**src/rtl/rtc_pkg.sv**
```systemverilog
package rtc_pkg;

    // Word offsets decoded by the bus front end
    localparam int unsigned OFS_CFG    = 32'h40;
    localparam int unsigned OFS_CNT_LO = 32'h48;
    localparam int unsigned OFS_CNT_HI = 32'h4C;
    localparam int unsigned OFS_SCALED = 32'h50;
    localparam int unsigned OFS_CMP    = 32'h60;

    // Configuration word bit positions
    localparam int unsigned CFG_EN_BIT   = 12;
    localparam int unsigned CFG_PEND_BIT = 28;

    typedef struct packed {
        logic cfg;
        logic lo;
        logic hi;
        logic cmp;
    } wr_strobe_t;

    typedef enum logic [2:0] {
        RSEL_NONE,
        RSEL_CFG,
        RSEL_LO,
        RSEL_HI,
        RSEL_SCALED,
        RSEL_CMP
    } rd_sel_t;

endpackage

```
**src/rtl/rtc_bus_decode.sv**
```systemverilog
module rtc_bus_decode
    import rtc_pkg::*;
#(
    parameter int ADDR_W = 9
) (
    input  logic              bus_sel,
    input  logic              bus_wr,
    input  logic [ADDR_W-1:0] bus_addr,
    output wr_strobe_t        wstb,
    output rd_sel_t           rsel
);

    rd_sel_t hit;

    always_comb begin
        if      (bus_addr == ADDR_W'(OFS_CFG))    hit = RSEL_CFG;
        else if (bus_addr == ADDR_W'(OFS_CNT_LO)) hit = RSEL_LO;
        else if (bus_addr == ADDR_W'(OFS_CNT_HI)) hit = RSEL_HI;
        else if (bus_addr == ADDR_W'(OFS_SCALED)) hit = RSEL_SCALED;
        else if (bus_addr == ADDR_W'(OFS_CMP))    hit = RSEL_CMP;
        else                                      hit = RSEL_NONE;
    end

    always_comb begin
        wstb     = '0;
        rsel     = RSEL_NONE;
        if (bus_sel && bus_wr) begin
            wstb.cfg = (hit == RSEL_CFG);
            wstb.lo  = (hit == RSEL_LO);
            wstb.hi  = (hit == RSEL_HI);
            wstb.cmp = (hit == RSEL_CMP);
        end
        if (bus_sel && !bus_wr) begin
            rsel = hit;
        end
    end

endmodule

```
**src/rtl/rtc_count.sv**
```systemverilog
module rtc_count #(
    parameter int CNT_W  = 48,
    parameter int DATA_W = 32
) (
    input  logic              clk,
    input  logic              rst_n,
    input  logic              run,
    input  logic              wr_lo,
    input  logic              wr_hi,
    input  logic [DATA_W-1:0] wdata,
    output logic [CNT_W-1:0]  cnt
);

    localparam int HI_W = CNT_W - DATA_W;

    typedef struct packed {
        logic [CNT_W-1:0] cnt;
    } cnt_state_t;

    cnt_state_t st_d, st_q;

    always_comb begin
        st_d = st_q;
        if (wr_lo) begin
            st_d.cnt[DATA_W-1:0] = wdata;
        end
        if (wr_hi) begin
            st_d.cnt[CNT_W-1:DATA_W] = wdata[HI_W-1:0];
        end
        if (!wr_lo && !wr_hi && run) begin
            st_d.cnt = st_q.cnt + CNT_W'(1);
        end
    end

    always_ff @(posedge clk or negedge rst_n) begin
        if (!rst_n) begin
            st_q <= '{cnt: '0};
        end else begin
            st_q <= st_d;
        end
    end

    assign cnt = st_q.cnt;

endmodule

```
**src/rtl/rtc_compare.sv**
```systemverilog
module rtc_compare #(
    parameter int CNT_W   = 48,
    parameter int DATA_W  = 32,
    parameter int SCALE_W = 4
) (
    input  logic [CNT_W-1:0]   cnt,
    input  logic [SCALE_W-1:0] scale,
    input  logic [DATA_W-1:0]  cmp,
    output logic [DATA_W-1:0]  scaled,
    output logic               pend
);

    localparam int NWIN = 2 ** SCALE_W;

    logic [DATA_W-1:0] win [NWIN];

    // One fixed window per scale value; the scale then picks among them
    for (genvar s = 0; s < NWIN; s++) begin : g_win
        assign win[s] = DATA_W'(cnt >> s);
    end

    assign scaled = win[scale];
    assign pend   = (scaled >= cmp);

endmodule

```
**src/rtl/aon_rtc_counter.sv**
```systemverilog
module aon_rtc_counter
    import rtc_pkg::*;
#(
    parameter int ADDR_W  = 9,
    parameter int CNT_W   = 48,
    parameter int DATA_W  = 32,
    parameter int SCALE_W = 4
) (
    input  logic              clk,
    input  logic              rst_n,
    input  logic              bus_sel,
    input  logic              bus_wr,
    input  logic [ADDR_W-1:0] bus_addr,
    input  logic [DATA_W-1:0] bus_wdata,
    output logic [DATA_W-1:0] bus_rdata,
    input  logic              tick_en,
    output logic              irq
);

    localparam int HI_W = CNT_W - DATA_W;

    typedef struct packed {
        logic [SCALE_W-1:0] scale;
        logic               en;
        logic [DATA_W-1:0]  cmp;
    } ctl_state_t;

    ctl_state_t ctl_d, ctl_q;

    wr_strobe_t        wstb;
    rd_sel_t           rsel;
    logic [CNT_W-1:0]  cnt;
    logic [DATA_W-1:0] scaled;
    logic              pend;
    logic              wr_lo, wr_hi;

    rtc_bus_decode #(.ADDR_W(ADDR_W)) u_dec (
        .bus_sel  (bus_sel),
        .bus_wr   (bus_wr),
        .bus_addr (bus_addr),
        .wstb     (wstb),
        .rsel     (rsel)
    );

    assign wr_lo = wstb.lo;
    assign wr_hi = wstb.hi;

    rtc_count #(.CNT_W(CNT_W), .DATA_W(DATA_W)) u_cnt (
        .clk   (clk),
        .rst_n (rst_n),
        .run   (ctl_q.en && tick_en),
        .wr_lo (wr_lo),
        .wr_hi (wr_hi),
        .wdata (bus_wdata),
        .cnt   (cnt)
    );

    rtc_compare #(.CNT_W(CNT_W), .DATA_W(DATA_W), .SCALE_W(SCALE_W)) u_cmp (
        .cnt    (cnt),
        .scale  (ctl_q.scale),
        .cmp    (ctl_q.cmp),
        .scaled (scaled),
        .pend   (pend)
    );

    always_comb begin
        ctl_d = ctl_q;
        if (wstb.cfg) begin
            ctl_d.scale = bus_wdata[SCALE_W-1:0];
            ctl_d.en    = bus_wdata[CFG_EN_BIT];
        end
        if (wstb.cmp) begin
            ctl_d.cmp = bus_wdata;
        end
    end

    always_ff @(posedge clk or negedge rst_n) begin
        if (!rst_n) begin
            ctl_q <= '{scale: '0, en: 1'b0, cmp: '1};
        end else begin
            ctl_q <= ctl_d;
        end
    end

    always_comb begin
        bus_rdata = '0;
        unique case (rsel)
            RSEL_CFG: begin
                bus_rdata[SCALE_W-1:0]  = ctl_q.scale;
                bus_rdata[CFG_EN_BIT]   = ctl_q.en;
                bus_rdata[CFG_PEND_BIT] = pend;
            end
            RSEL_LO:     bus_rdata = cnt[DATA_W-1:0];
            RSEL_HI:     bus_rdata = DATA_W'(cnt[CNT_W-1:DATA_W]);
            RSEL_SCALED: bus_rdata = scaled;
            RSEL_CMP:    bus_rdata = ctl_q.cmp;
            default:     bus_rdata = '0;
        endcase
    end

    assign irq = pend;

endmodule

```
**config.mk**
```make
export PLATFORM = sky130hd
export DESIGN_NAME = aon_rtc_counter
export DESIGN_NICKNAME = d
export VERILOG_FILES = /design/src/rtl/rtc_pkg.sv /design/src/rtl/rtc_bus_decode.sv /design/src/rtl/rtc_count.sv /design/src/rtl/rtc_compare.sv /design/src/rtl/aon_rtc_counter.sv
export SDC_FILE = /design/constraint.sdc
export NUM_CORES = 1
export LEC_CHECK = 0
export BUFFER_PORTS_ARGS = -buffer_cell sky130_fd_sc_hd__buf_4
export CAP_MARGIN = 30
export CORE_UTILIZATION = 45
export DETAILED_ROUTE_END_ITERATION = 12
export GPL_ROUTABILITY_DRIVEN = 0
export PLACE_DENSITY = 0.66
export SYNTH_ARGS = -nofsm -noshare
export SYNTH_HDL_FRONTEND = slang
export SYNTH_SLANG_ARGS = --single-unit
```
**constraint.sdc**
```tcl
create_clock -name clk -period 4.1 [get_ports clk]
set_input_delay 0.615 -clock clk [delete_from_list [all_inputs] [get_ports clk]]
set_output_delay 0.615 -clock clk [all_outputs]
set_load 0.01 [all_outputs]
```
# Word-level counts from Yosys, hierarchy flattened
# Index checks and enable logic that the tools add are counted.
# word_totals
register_bits	85
input_bits	46
out_inout_bits	33
word_cells	52
# op_classes
add_sub_neg	1
order_cmp	2
eq_ne	14
n_mux	19
n_bitwise	1
reduce_logical	10
# ops
operator	count
$bmux W32 S4	1
$mux W32	3
$pmux W15 S4	1
$add A48 B1 Y48 const B	1
$mux W48	1
$eq A9 B7 Y1 const B	5
$ge A32 B32 Y1	1
$pmux W8 S4	1
$pmux W4 S5	1
$mux W3	6
$mux W16	1
$eq A3 B2 Y1 const B	4
$eq A3 B3 Y1 const B	3
$pmux W3 S3	1
$eq A3 B1 Y1 const B	2
$ge A5 B5 Y1 const B	1
$logic_and A1 B1 Y1	5
$not A4 Y5	1
$pmux W1 S5	1
$mux W4	1
$pmux W1 S4	1
$reduce_bool A2 Y1	2
$logic_not A1 Y1	3

# Logic depth before layout (Yosys ltp)
# logic_depth
ltp_word	12
mapped_depth	16
depth_no_buf	13

# Modules after synthesis
# A second synthesis with hierarchy kept.
# unflattened
hier_cells	853
hier_area_um2	8077.7
# by_module_without_submodules
mod	n_inst	cells_per_inst	area_each_um2	seq_area_each_um2
rtc_count	1	317	2894.0	1201.2
rtc_compare	1	331	2663.8	0.0
aon_rtc_counter	1	185	2354.8	965.9
rtc_bus_decode	1	20	165.2	0.0

# Worst setup path after synthesis
# Ideal clock, no wire load.
# synth_path
path_type	flip-flop to output port
startpoint	reg ctl_q[33] in the netlist's numbering
endpoint	out bus_rdata[28]
arrival_ns	3.551
t_required_ns	3.485
slack_ns	-0.066
stages_incl_launch_ff	15
n_path_buf	2
cell_sequence	dfrtp_1 > clkbuf_1 > buf_2 > mux4_2 > mux2_2 > or2_2 > o21ai_0 > inv_1 > ha_1 > a21oi_1 > a21boi_0 > a2111oi_0 > o211ai_1 > a211o_1 > a211o_1
# synth_via
elab_chain_cells	6
# synth_lines
item	line_no	source
from (decl)	aon_rtc_counter.sv:28	ctl_state_t ctl_d, ctl_q;
from (signal assigned)	aon_rtc_counter.sv:79	ctl_q <= '{scale: '0, en: 1'b0, cmp: '1};
from (signal assigned)	aon_rtc_counter.sv:81	ctl_q <= ctl_d;
$not A4 Y5 (not written as such)	rtc_compare.sv:22	assign scaled = win[scale];
$bmux W32 S4	rtc_compare.sv:22	
$mux W32 (not written as such) (2 in series)	rtc_compare.sv:22	
$ge A32 B32 Y1	rtc_compare.sv:23	assign pend = (scaled >= cmp);
named net irq	aon_rtc_counter.sv:17	output logic irq
$pmux W1 S4	aon_rtc_counter.sv:87	unique case (rsel)
to (decl)	aon_rtc_counter.sv:15	output logic [DATA_W-1:0] bus_rdata,
# The timed path passes the listed nets, and every way through them passes these cells. The select of a mux whose other input is x is not followed.

# Worst setup path after layout
# layout_path
startpoint	reg ctl_q[33] in the netlist's numbering
endpoint	out bus_rdata[28]
# layout_via
elab_chain_cells	6
# layout_lines
item	line_no
$not A4 Y5 (not written as such) *	rtc_compare.sv:22
$bmux W32 S4 *	rtc_compare.sv:22
$mux W32 (not written as such) * (2 in series)	rtc_compare.sv:22
$ge A32 B32 Y1	rtc_compare.sv:23
$pmux W1 S4 *	aon_rtc_counter.sv:87
# Mark *: on every way between the ends. The rest lies on a longest branch, timed or not. The select of a mux whose other input is x is not followed.

==> impl_results.md <==
- Most used DFF post-synth: dfrtp_1
- Met2 wire len: 13600 um
- Setup violations, final: 3
- Gate power share: 24.3%
- Post-route DRC: 0
- Drt first pass iters: 5
- WL met3: 3750 um
- Place WS: -338 ps
- WHS: 261 ps
- Yosys top cell area share: 16.9%
- Critical Path End Type: primary output
- Metal-1 WL: 11900 um
- P_sw: 704 uW
- Synth Register Bits: 85
- Worst path cell trace: buf_12 -> buf_8 -> buf_12 -> mux2i_1 -> mux2i_1 -> mux2_2 -> o21ai_2 -> inv_1 -> ha_1 -> a21oi_4 -> a21boi_4 -> a2111oi_4 -> o211ai_1 -> a211o_1 -> a211o_1 -> buf_6
- Synth cell count leaders: nand2_1 (91), inv_1 (65), o21ai_0 (63)
- Largest family of logic cells by synthesized area: multiplexers
- CTS tree: built
- Syn-to-layout area delta: 33.9%
- Avg Synthesized Cell Area: 8.90 um2
- CTS root buf: clkbuf_16
- First-pass GRT wire length: 45800 um
- Top routing layer in use: met4
- Remaining Overflow, GRT: 0
- Post-synthesis compound-gate area fraction: 17.4%
- Diode count: 0
- Mux cell area share after synthesis: 24.3%
- Sw Ratio: 28.2%
- Critical path buffer and inverter count: 5
- VDD IR max: 199 uV
- Synthesis Warnings: 0
- RSZ-0062 raised after global routing: yes
- Full die area: 18000 um2
- CTS sink count: 85
- Largest net degree at the start of global routing: 70
- Tmin final: 4610 ps
- Vias in the first global route: 7867
- Violated checks: negative setup slack
- Die Y: 134 um
- Port-buffer cells: 78
- Routed vias/inst: 6.48
- I/O pin cnt: 79
- Slew Limit Fails: 0
- Mapped Nets: 963
- Critical Path RT: 3480 ps
- H-tree levels: 3
- WP data arrival: 3990 ps
- Clk pin slew, worst setup/hold paths: 60 ps
- Clock Tree Buf Depth: 2
- Num CTS Buffers: 9
- Worst-path maximum fanout: 8
- Cts-stage hold buffer count: 0
- Peak per-stage delay on the critical path: 420 ps
- Initial antenna violation count: 0
- Worst-skew pair later-pin latency: 360 ps
- GRT Total Usage: 34.1%
- P_leak: 4.46 nW
- Tot Pwr: 2.50 mW
- Ys async rst share: 100%
- Slowest-stage cell, CP: dfrtp_2
- Hold WC Path Type: primary input to async pin
- Part of the power in registers: 36.4%
- Share of cells above drive strength 1: 42.4%
- Fill cell total of the finished layout: 1386
- Leading area contributor after synthesis: dfrtp_1
- Pwr Density: 237 nW/um2
- Total Wirelength: 30500 um
- Top post-synthesis cells by area: dfrtp_1 (17%), dfstp_2 (11%), mux4_2 (9.4%)
- Simple-gate area share of the yosys netlist: 18.2%
- Crit path launch type: flop
- Rel. slew slack: 25.7%
- DRT antenna net count: 0
- Top-count cell post-synth: nand2_1
- Worst setup path class: flop to primary output
- Mapped Cells: 884
- Layout net count: 1150
- Top delay family on crit path: compound AO/OA/AOI/OAI gates
- Clock skew: 11.4 ps
- Max_cap viols: 0
- Post-Synth Adder-Cell Area: 5.25%
- First-iteration detailed-routing DRC count: 1084
- Core Rows: 47
- Vias after detailed routing: 8397
- Register area share after synthesis: 27.5%
- DR WL/cell: 23.5 um
- Synth Area in XOR/XNOR: 0.334%
- Unique cell type count in the Yosys netlist: 67
- Status: complete, but fails checks
- Int Power: 1.79 mW
- Setup WS post-layout: -506 ps
- F_max: 0.217 GHz
- Initial core utilization: 46.8%
- Die width: 134 um
- Cell area after synthesis: 7870 um2
- Worst-Margin Slew: 1100 ps
- Post-synth EDFFs: 0
- Core area: 16800 um2
- Fin crit share: 112%
- Clock power frac: 39.3%
- Fin. Hold Viols: 0
- DPL Wire Length: 21800 um
## metal layers
layer	GRT usage, %	vias to the layer above
li1	-	3663
met1	45.2	4028
met2	51.2	597
met3	10.6	109
met4	15.1	0
met5	0	-
## metrics by stage
stage / cells / cell area [um2] / setup TNS (ps) / util (%)
3_3_place_gp: 1229 / 9380 / -260 / 55.7
2_1_floorplan: 884 / 7870 / 0 / -
6_report: 1296 / 10500 / -1010 / 62.6
3_5_place_dp: 1229 / 9380 / -489 / 55.7
5_1_grt: 1296 / 10500 / -1210 / 62.6
4_1_cts: 1294 / 10400 / -894 / 61.6
## flip-flops by register name, indices dropped and copies added, names as in the netlist
signal / flops
ctl_q: 37
u_cnt.cnt: 48
## power groups by stage
stage                     Sequential [mW]  Clock [mW]  Combinational [mW]
after floorplan                     0.911           0               0.229
after global placement              0.919           0               0.472
after detailed placement            0.920           0               0.476
after CTS                           0.905       0.995               0.554
after global routing                0.909        1.02               0.644
final                               0.908       0.982               0.607
## area by class of cell
| type | instances | area (um2) | share of cell area, % |
|---|---|---|---|
| Clock inverter | 5 | 108 | 1.02 |
| Clock buffer | 11 | 243 | 2.30 |
| Inverter | 65 | 244 | 2.32 |
| Tap cell | 220 | 275 | 2.61 |
| Timing Repair Buffer | 247 | 2030 | 19.3 |
| Multi-Input combinational cell | 663 | 5470 | 51.9 |
| Sequential cell | 85 | 2170 | 20.6 |
## cells in the final DEF, fill, tap and decap left out, types with 9 or more instances in the layout
master,netlist,layout
o21ai_2,1,10
dfrtp_1,53,50
nor3_1,11,11
a22oi_1,24,24
o211ai_1,13,13
and3_1,10,10
mux2i_1,54,49
o21ai_0,63,47
buf_4,0,221
nand3_1,31,30
nand2_1,91,90
inv_1,65,61
a21oi_1,35,30
nand4_1,17,17
dfstp_2,32,32
mux2_2,56,48
nor2_1,47,47
clkbuf_16,0,9
o221ai_1,11,9
ha_1,33,26
mux4_2,33,33
buf_6,1,17
## cells by family after synthesis
| group | Yosys count |
|---|---|
| adder cells (fa/ha/maj) | 33 |
| AO/OA/AOI/OAI | 208 |
| multiplexers | 143 |
| flip-flops | 85 |
| buffers and inverters | 136 |
| AND/OR/NAND/NOR | 276 |
| XOR/XNOR | 3 |
## path summary, 6_finish.rpt
kind	depth (start not counted)	endpoint	slack, ps	startpoint
min reg2reg	1	u_cnt.cnt[47]	520	u_cnt.cnt[47]
min	2	u_cnt.cnt[24]	260	rst_n
max	16	bus_rdata[28]	-510	ctl_q[33]
max in group asynchronous	3	ctl_q[14]	3210	rst_n
min in group clk	3	u_cnt.cnt[15]	500	bus_wdata[15]
max reg2reg	7	u_cnt.cnt[16]	1210	u_cnt.cnt[7]
## repair_timing
action	in CTS	in global routing
endpoints found under the hold margin	0	0
resized for setup	61	38
cloned	1	0
pin swaps	12	12
endpoints found under the setup margin	2	4
buffers inserted	49	10
No activity file was read; power rests on OpenSTA's default activity.
